--- config.mk ---
export PLATFORM = sky130hd
export DESIGN_NAME = burst_read_seq
export DESIGN_NICKNAME = d
export VERILOG_FILES = /design/src/rtl/brs_pkg.sv /design/src/rtl/brs_cfg_dec.sv /design/src/rtl/brs_addr_gen.sv /design/src/rtl/brs_out_stage.sv /design/src/rtl/burst_read_seq.sv
export SDC_FILE = /design/constraint.sdc
export NUM_CORES = 1
export LEC_CHECK = 0
export ABC_AREA = 1
export BUFFER_PORTS_ARGS = -buffer_cell sky130_fd_sc_hd__buf_2
export CAP_MARGIN = 30
export CORE_MARGIN = 1.5
export CORE_UTILIZATION = 45
export DETAILED_ROUTE_END_ITERATION = 10
export PLACE_DENSITY = 0.73
export SKIP_LAST_GASP = 1
export SLEW_MARGIN = 40
export SYNTH_ARGS = -nofsm -noshare
export SYNTH_HDL_FRONTEND = slang
export SYNTH_SLANG_ARGS = --single-unit
--- constraint.sdc ---
create_clock -name clk -period 3 [get_ports clk]
set_input_delay 0.15 -clock clk [delete_from_list [all_inputs] [get_ports clk]]
set_output_delay 0.15 -clock clk [all_outputs]
set_load 0.005 [all_outputs]
--- src/rtl/brs_pkg.sv ---
package brs_pkg;
  localparam int CFG_W     = 16;
  localparam int WS_W      = 4;
  localparam int MAX_BURST = 32;
  localparam int CNT_W     = $clog2(MAX_BURST) + 1;

  // configuration field positions
  localparam int BIT_SYNC      = 15;
  localparam int WS_LSB        = 11;
  localparam int BIT_RDY_HIGH  = 10;
  localparam int BIT_RDY_EARLY = 8;
  localparam int BIT_WRAP      = 3;
  localparam int LEN_LSB       = 0;
  localparam int LEN_W         = 3;

  typedef enum logic [1:0] {LEN_CONT, LEN_8, LEN_16, LEN_32} len_e;

  typedef struct packed {
    logic            sync;
    logic [WS_W-1:0] ws;
    logic            rdy_high;
    logic            rdy_early;
    logic            wrap;
    len_e            len;
  } cfg_t;

  typedef enum logic [1:0] {ST_IDLE, ST_WAIT, ST_RUN} seq_state_e;
endpackage

--- src/rtl/brs_cfg_dec.sv ---
module brs_cfg_dec
  import brs_pkg::*;
(
  input  logic [CFG_W-1:0] cfg_word,
  output cfg_t             cfg
);
  logic [LEN_W-1:0] len_code;
  assign len_code = cfg_word[LEN_LSB +: LEN_W];

  always_comb begin
    cfg.sync      = cfg_word[BIT_SYNC];
    cfg.ws        = cfg_word[WS_LSB +: WS_W];
    cfg.rdy_high  = cfg_word[BIT_RDY_HIGH];
    cfg.rdy_early = cfg_word[BIT_RDY_EARLY];
    cfg.wrap      = cfg_word[BIT_WRAP];
    case (len_code)
      3'd2:    cfg.len = LEN_8;
      3'd3:    cfg.len = LEN_16;
      3'd4:    cfg.len = LEN_32;
      default: cfg.len = LEN_CONT;  // continuous and every reserved code
    endcase
  end
endmodule

--- src/rtl/brs_addr_gen.sv ---
module brs_addr_gen
  import brs_pkg::*;
#(
  parameter int AW = 20
) (
  input  logic          clk,
  input  logic          rst,
  input  logic          ce_en,
  input  logic          start,
  input  logic [AW-1:0] addr_in,
  input  cfg_t          cfg,
  output logic          mem_rd,
  output logic [AW-1:0] mem_addr
);
  seq_state_e       state;
  logic [WS_W-1:0]  wcnt;
  logic [CNT_W-1:0] left;
  logic [AW-1:0]    cur;
  logic [AW-1:0]    mask_q;
  logic             wrap_act_q;
  logic             cont_q;
  logic             sync_q;
  logic             mem_rd_q;
  logic [AW-1:0]    mem_addr_q;

  logic [CNT_W-1:0] burst_words;
  logic [AW-1:0]    mask_d;
  logic [AW-1:0]    nxt;
  logic             issue;

  always_comb begin
    case (cfg.len)
      LEN_8:   burst_words = CNT_W'(8);
      LEN_16:  burst_words = CNT_W'(16);
      LEN_32:  burst_words = CNT_W'(32);
      default: burst_words = '0;
    endcase
  end

  assign mask_d = AW'(burst_words) - 1'b1;
  assign nxt    = wrap_act_q ? ((cur & ~mask_q) | ((cur + 1'b1) & mask_q))
                             : (cur + 1'b1);
  assign issue  = ce_en && !start &&
                  ((state == ST_RUN) || (state == ST_WAIT && wcnt == '0));

  always_ff @(posedge clk) begin
    if (rst) begin
      state      <= ST_IDLE;
      wcnt       <= '0;
      left       <= '0;
      cur        <= '0;
      mask_q     <= '0;
      wrap_act_q <= 1'b0;
      cont_q     <= 1'b0;
      sync_q     <= 1'b0;
      mem_rd_q   <= 1'b0;
      mem_addr_q <= '0;
    end else begin
      mem_rd_q <= issue;
      if (start) begin
        state      <= ST_WAIT;
        wcnt       <= cfg.ws;
        cur        <= addr_in;
        mask_q     <= mask_d;
        sync_q     <= cfg.sync;
        cont_q     <= cfg.sync && (cfg.len == LEN_CONT);
        wrap_act_q <= cfg.sync && cfg.wrap && (cfg.len != LEN_CONT);
        left       <= cfg.sync ? burst_words : CNT_W'(1);
      end else if (!ce_en) begin
        state <= ST_IDLE;
      end else if (issue) begin
        mem_addr_q <= cur;
        cur        <= nxt;
        if (!cont_q) left <= left - 1'b1;
        state <= (!cont_q && left == CNT_W'(1)) ? ST_IDLE : ST_RUN;
      end else if (state == ST_WAIT) begin
        wcnt <= wcnt - 1'b1;
      end
    end
  end

  assign mem_rd   = mem_rd_q;
  assign mem_addr = mem_addr_q;

  // a low chip enable stops array requests on the next clock
  p_ce_low_no_read_r5: assert property (@(posedge clk) disable iff (rst)
    !ce_en |=> !mem_rd_q);

  // back-to-back linear requests step by one
  p_linear_step_r3: assert property (@(posedge clk) disable iff (rst)
    (mem_rd_q && $past(mem_rd_q) && !wrap_act_q) |->
      (mem_addr_q == ($past(mem_addr_q) + 1'b1)));

  // wrapped requests keep the bits above the block
  p_wrap_upper_r4: assert property (@(posedge clk) disable iff (rst)
    (mem_rd_q && $past(mem_rd_q) && wrap_act_q) |->
      (((mem_addr_q ^ $past(mem_addr_q)) & ~mask_q) == '0));

  // asynchronous mode issues a lone request
  p_async_single_r7: assert property (@(posedge clk) disable iff (rst)
    (mem_rd_q && !sync_q) |=> !mem_rd_q);
endmodule

--- src/rtl/brs_out_stage.sv ---
module brs_out_stage #(
  parameter int DW = 16
) (
  input  logic          clk,
  input  logic          rst,
  input  logic          ce_en,
  input  logic          start,
  input  logic          mem_rd,
  input  logic [DW-1:0] mem_rdata,
  input  logic          rdy_high,
  input  logic          rdy_early,
  output logic [DW-1:0] dout,
  output logic          rdy
);
  logic          rd_pend_q;
  logic          vld_q;
  logic [DW-1:0] dout_q;
  logic          rdy_q;
  logic          flush;
  logic          rd_pend_d;
  logic          vld_d;
  logic          rdy_raw;

  assign flush     = !ce_en || start;
  assign rd_pend_d = mem_rd && !flush;
  assign vld_d     = rd_pend_q && !flush;
  assign rdy_raw   = rdy_early ? rd_pend_d : vld_d;

  always_ff @(posedge clk) begin
    if (rst) begin
      rd_pend_q <= 1'b0;
      vld_q     <= 1'b0;
      dout_q    <= '0;
      rdy_q     <= !rdy_high;
    end else begin
      rd_pend_q <= rd_pend_d;
      vld_q     <= vld_d;
      if (rd_pend_q) dout_q <= mem_rdata;
      rdy_q     <= rdy_raw ~^ rdy_high;
    end
  end

  assign dout = dout_q;
  assign rdy  = rdy_q;

  // data validity ends once chip enable is seen low
  p_abort_flush_r5: assert property (@(posedge clk) disable iff (rst)
    !ce_en |=> !vld_q);

  // an early ready is always followed by valid data
  p_early_lead_r9: assert property (@(posedge clk) disable iff (rst)
    (rdy_early && $stable(rdy_early) && $stable(rdy_high) &&
     (rdy_q == rdy_high) && ce_en && !start) |=> vld_q);
endmodule

--- src/rtl/burst_read_seq.sv ---
module burst_read_seq
  import brs_pkg::*;
#(
  parameter int AW = 20,
  parameter int DW = 16
) (
  input  logic             clk,
  input  logic             rst,
  input  logic [CFG_W-1:0] cfg_word,
  input  logic             ce_en,
  input  logic             adv,
  input  logic [AW-1:0]    addr_in,
  output logic             mem_rd,
  output logic [AW-1:0]    mem_addr,
  input  logic [DW-1:0]    mem_rdata,
  output logic [DW-1:0]    dout,
  output logic             rdy
);
  cfg_t cfg;
  logic start;

  assign start = adv && ce_en;

  brs_cfg_dec u_dec (
    .cfg_word (cfg_word),
    .cfg      (cfg)
  );

  brs_addr_gen #(.AW(AW)) u_gen (
    .clk      (clk),
    .rst      (rst),
    .ce_en    (ce_en),
    .start    (start),
    .addr_in  (addr_in),
    .cfg      (cfg),
    .mem_rd   (mem_rd),
    .mem_addr (mem_addr)
  );

  brs_out_stage #(.DW(DW)) u_out (
    .clk       (clk),
    .rst       (rst),
    .ce_en     (ce_en),
    .start     (start),
    .mem_rd    (mem_rd),
    .mem_rdata (mem_rdata),
    .rdy_high  (cfg.rdy_high),
    .rdy_early (cfg.rdy_early),
    .dout      (dout),
    .rdy       (rdy)
  );

  // reset holds the array request low
  p_reset_quiet_r11: assert property (@(posedge clk)
    rst |=> !mem_rd);
endmodule

==> out/metrics.cfg, run 1 <==
[routing]
vias=4130
viasPerCell=5.08
drtIter0Drc=211
wl_per_cell_um=12.3
drc=6
drtPass1Iterations=8
ant_nets=0
routed_wl_mm=9.97

[clock_tree]
postCtsSetupRepairBufs=0
htree_levels=3
cts_tree=yes
clock_latency_ns=0.36
cts_root_buf=clkbuf_8
cts_buffers=9
clkSinkCount=77
clk_pin_slew_ns=0.09
clk_path_buf_depth=2

[timing]
hold_violations=0
worst_slack_ns=1.07
fin_crit_ns=1.93
fin_tns_setup_ns=0
slew_viol_final=0
rsz0062_at_grt=false
period_share_pct=64.3
tightestPinTransition_ns=0.522
relSlewSlack_pct=65.1
finClkSkew_ns=0.0112
setup_viol=0
fmax_ghz=0.518

[worst_setup_path]
critPathMaxFanout=25
cp-end-kind=flop
crit_arrival_ns=2.16
cp.required_ns=3.23
startpoint_type=flop
criticalPathCategory=reg2reg

[global_route]
grt_max_degree=44
grt_overflow=0
first_global_vias=3917
track_usage_pct=21.2
grt_first_pass_wirelength_mm=17.0
antenna_found_initial=0

[layout]
area_growth_pct=16.6
num-fill-cells=902
layout_commonest_cell=nand2_1
ff_latch_area_sq_um=1540
final_cell_mix=164 x nand2_1, 93 x nor2_1, 88 x buf_2
drive_gt1_share_pct=20.6
multi_input_area_sq_um=2220
fin_nets=766
diodes=0

[synthesis]
ys_ff_latch=77
yosys_warnings=0
ys_seq_area_share_pct=37.3
synth_area_leader_cell=dfxtp_1
synth.distinct_cells=34
syn_area_sq_um=4130
synth_area_leaders=dfxtp_1 37%, nand2_1 15%, nor2_1 8.4%, nand3_1 6.3%, a21oi_1 5.6%
postSynthAreaPerCell_sq_um=6.66
synth_top_area_share_pct=37.3
synthCells=620
synth_nets=686

[run_status]
failed_checks=DRC
status=finished with violations

[placed_design]
pre_cts_ws_ns=1.04
dp_hpwl_mm=6.99
place.gp.congestion=0.888
io_buffers=88

[die]
fp-row-count=34
start_util_pct=46.9
io_pins=94
coreArea_sq_um=8810
die-area_sq_um=9760
die_w_um=98.8
chipHeight_um=98.8

[job]
maxCapViolations=0

[power]
leakage_nw=2.25
p_total_mw=2.22
p_per_area_nw_per_um2=460
vdd_drop_max_v=0.000333

[hold_path]
hp-class=in2reg

-- cells in the mapped netlist --
master	count
a21oi_4	1
nand3_4	1
inv_6	1
nand2_4	2
inv_2	5
o21ai_0	35
xor2_1	4
inv_1	52
ha_1	10
dfxtp_1	77
xnor2_1	1
clkbuf_1	10
o21ai_1	5
clkinv_1	1
a21oi_2	3
nor3_1	2
nor2_1	93
nor2_2	4
a31oi_1	1
buf_6	4
a21boi_0	1
nand3_1	52
a21oi_1	46
buf_2	9
nand2_1	164
buf_4	2
nor2_4	6
nand2_2	6
nand4_1	9
o21bai_1	3
nand3b_1	1
or2_2	3
o211ai_1	2
nand3_2	4
-- cell type report --
type                       instances  area share, %
clock buffer                       9           2.57
clock inverter                     7           1.66
inverter                          59           4.70
multi-input combinational        459           46.1
sequential                        77           32.0
tap                              108           2.80
timing repair buffer              94           10.2
-- logic make-up (layout without fill, tap and decap cells) --
| group | count (synthesis) | after routing | synth area share, % |
|---|---|---|---|
| AND/OR/NAND/NOR | 347 | 347 | 37.0 |
| AO/OA/AOI/OAI | 97 | 97 | 12.7 |
| buffers and inverters | 84 | 169 | 8.93 |
| adder cells (fa/ha/maj) | 10 | 10 | 3.03 |
| XOR/XNOR | 5 | 5 | 1.06 |
| flip-flops | 77 | 77 | 37.3 |
-- worst max-delay path, stage by stage, from the launching register on --
cell and delay [ns]:
dfxtp_1 0.32, inv_1 0.12, ha_1 0.18, nand3_2 0.11, nand2_1 0.08, buf_4 0.26, nand2_2 0.37, o21ai_0 0.30
a21oi_1 0.06
-- final timing paths --
check                                startpoint         endpoint  slack, ns  cells past startpoint
worst max register to register    u_gen.wcnt[0]   u_gen.state[1]       1.07                      8
worst min register to register  u_gen.mask_q[2]  u_gen.mask_q[2]       0.46                      2
worst min-delay path              mem_rdata[14]   u_out.dout[14]      0.009                      3
worst max-delay path              u_gen.wcnt[0]   u_gen.state[1]       1.07                      8
-- where the power goes --
part | leakage [nW] | total [mW] | internal [mW] | switching (mW)
logic | 1.52 | 0.300 | 0.115 | 0.185
clock network | 0.0968 | 0.819 | 0.394 | 0.425
registers | 0.626 | 1.10 | 1.06 | 0.0404
total | 2.25 | 2.22 | 1.57 | 0.650
-- what timing repair did --
action	4_1_cts	5_1_grt
setup endpoints to repair	0	0
endpoints found under the hold margin	2	0
resized for setup	0	0
hold buffers	2	0
-- metal layers --
layer	part of all wire [%]	track usage, %
met2	48	36.8
met5	0	0
met4	1.3	8.57
met3	4.4	3.26
met1	47	26.2
-- per-stage QoR --
stage,std cells,hold slack (ns),area (sq um),utilization (%)
after global routing,813,0.0149,4820,54.7
after floorplan,620,0.247,4130,-
after detailed placement,795,0.354,4590,52.2
after global placement,795,0.343,4590,52.2
final,813,0.00876,4820,54.7
after CTS,813,0.000550,4820,54.7
Power figures use the tool's default switching activity.
==> run 2, diff against run 1 <==
- PLACE_DENSITY: 0.73 -> 0.76
- clock period: 3 -> 1.65 ns (I/O delays scaled with it)
==> out/metrics.cfg, run 2 (same netlist as run 1, synthesis figures left out) <==
[run_status]
status=finished with violations
failed_checks=DRC

[routing]
wl_per_cell_um=13.1
routed_wl_mm=11.1
drtIter0Drc=237
viasPerCell=5.21
ant_nets=0
vias=4411
drc=4
drtPass1Iterations=9

[die]
fp-row-count=34
start_util_pct=46.9
io_pins=94
coreArea_sq_um=8810
die_w_um=98.8
die-area_sq_um=9760
chipHeight_um=98.8

[power]
p_per_area_nw_per_um2=811
vdd_drop_max_v=0.000479
leakage_nw=2.41
p_total_mw=4.20

[worst_setup_path]
criticalPathCategory=reg2reg
startpoint_type=flop
critPathMaxFanout=5
reg2reg_depth=10
critPathLaunch=u_gen.wcnt[0]
cp.required_ns=1.91
r2r_start=u_gen.wcnt[0]
cp-end-kind=flop
crit_arrival_ns=1.81

[global_route]
grt_max_degree=24
grt_first_pass_wirelength_mm=18.0
antenna_found_initial=0
grt_overflow=0
track_usage_pct=22.5
first_global_vias=4202

[placed_design]
io_buffers=88
place.gp.congestion=0.904
dp_hpwl_mm=7.68
placed_cells=810

[layout]
final_cell_mix=163 x nand2_1, 92 x nor2_1, 88 x buf_2
diodes=0
stdcell_count=847
drive_gt1_share_pct=22.6
layout_commonest_cell=nand2_1
area_growth_pct=25.3
fin_nets=800

[clock_tree]
clkSinkCount=77
htree_levels=3
cts_buffers=9
clock_latency_ns=0.35
cts_root_buf=clkbuf_8
clk_pin_slew_ns=0.08
clk_path_buf_depth=2
cts_tree=yes

[timing]
fin_crit_ns=1.55
rsz0062_at_grt=true
finClkSkew_ns=0.00723
fin_hold_ws_ns=0.0409
slew_viol_final=0
fmax_ghz=0.646
tightestPinTransition_ns=0.476
setup_viol=0
period_share_pct=93.9
fin_tns_setup_ns=0
relSlewSlack_pct=68.2
hold_violations=0

[hold_path]
hp-class=in2reg
hold_start=addr_in[12]
whs_path_depth=5

[job]
maxCapViolations=0

[run 2: cell types whose count changed in the layout (fill, tap and decap cells not counted), sizes merged]
| cell | before | now |
|---|---|---|
| clkinvlp | 2 | 3 |
| nand3 | 57 | 58 |
| bufinv | 1 | 2 |
| buf | 92 | 110 |
| clkinv | 2 | 4 |
| inv | 61 | 57 |
| dlygate4sd3 | 2 | 17 |
[run 2: per-layer routing]
layer | track usage (%) | wire [um] | vias up
li1 | - | - | 2212
met1 | 26.8 | 4700 | 2026
met2 | 40.5 | 5580 | 153
met3 | 3.90 | 596 | 20
met4 | 8.24 | 189 | 0
met5 | 0 | 0 | -
[run 2: through the flow]
step / setup slack [ns] / util [%] / cell area (sq um)
final: 0.101 / 58.8 / 5170
after global routing: -0.0255 / 58.8 / 5170
after CTS: 0.0417 / 58.1 / 5120
after detailed placement: 0.0652 / 53.7 / 4730
after global placement: 0.0948 / 53.7 / 4730
after floorplan: 0.341 / - / 4130
[run 2: worst paths after layout]
path                             end  slack, ns
hold reg to reg   u_gen.mem_addr[11]       0.46
hold / removal                  flop       0.04
setup / recovery                flop       0.10
setup reg to reg                flop       0.10
[run 2: what timing repair did]
item                                   4_1_cts  5_1_grt
endpoints found under the hold margin       17        0
hold buffers                                17        0
setup endpoints to repair                    0       30
buffers inserted                             0        3
resized for setup                            0        6
[run 2: critical path: stages, from the launching register on]
cell and delay (ns):
dfxtp_1 0.32, inv_1 0.11, ha_2 0.21, nand3_4 0.11, nand3_4 0.14, nand3_4 0.14
buf_4 0.17, nor2_1 0.09, nand2_1 0.05, nand2_1 0.07, inv_1 0.04
[run 2: cell type report]
type / count / area [sq um]
clock inverter: 7 / 90.1
inverter: 59 / 230
fill: 811 / 3630
timing repair buffer: 127 / 801
tap: 108 / 135
multi-input combinational: 460 / 2250
sequential: 77 / 1540
clock buffer: 9 / 124
[run 2: report_power, final]
group | internal [mW] | switching, mW
registers | 1.92 | 0.0736
logic | 0.268 | 0.369
clock network | 0.844 | 0.720
total | 3.04 | 1.16
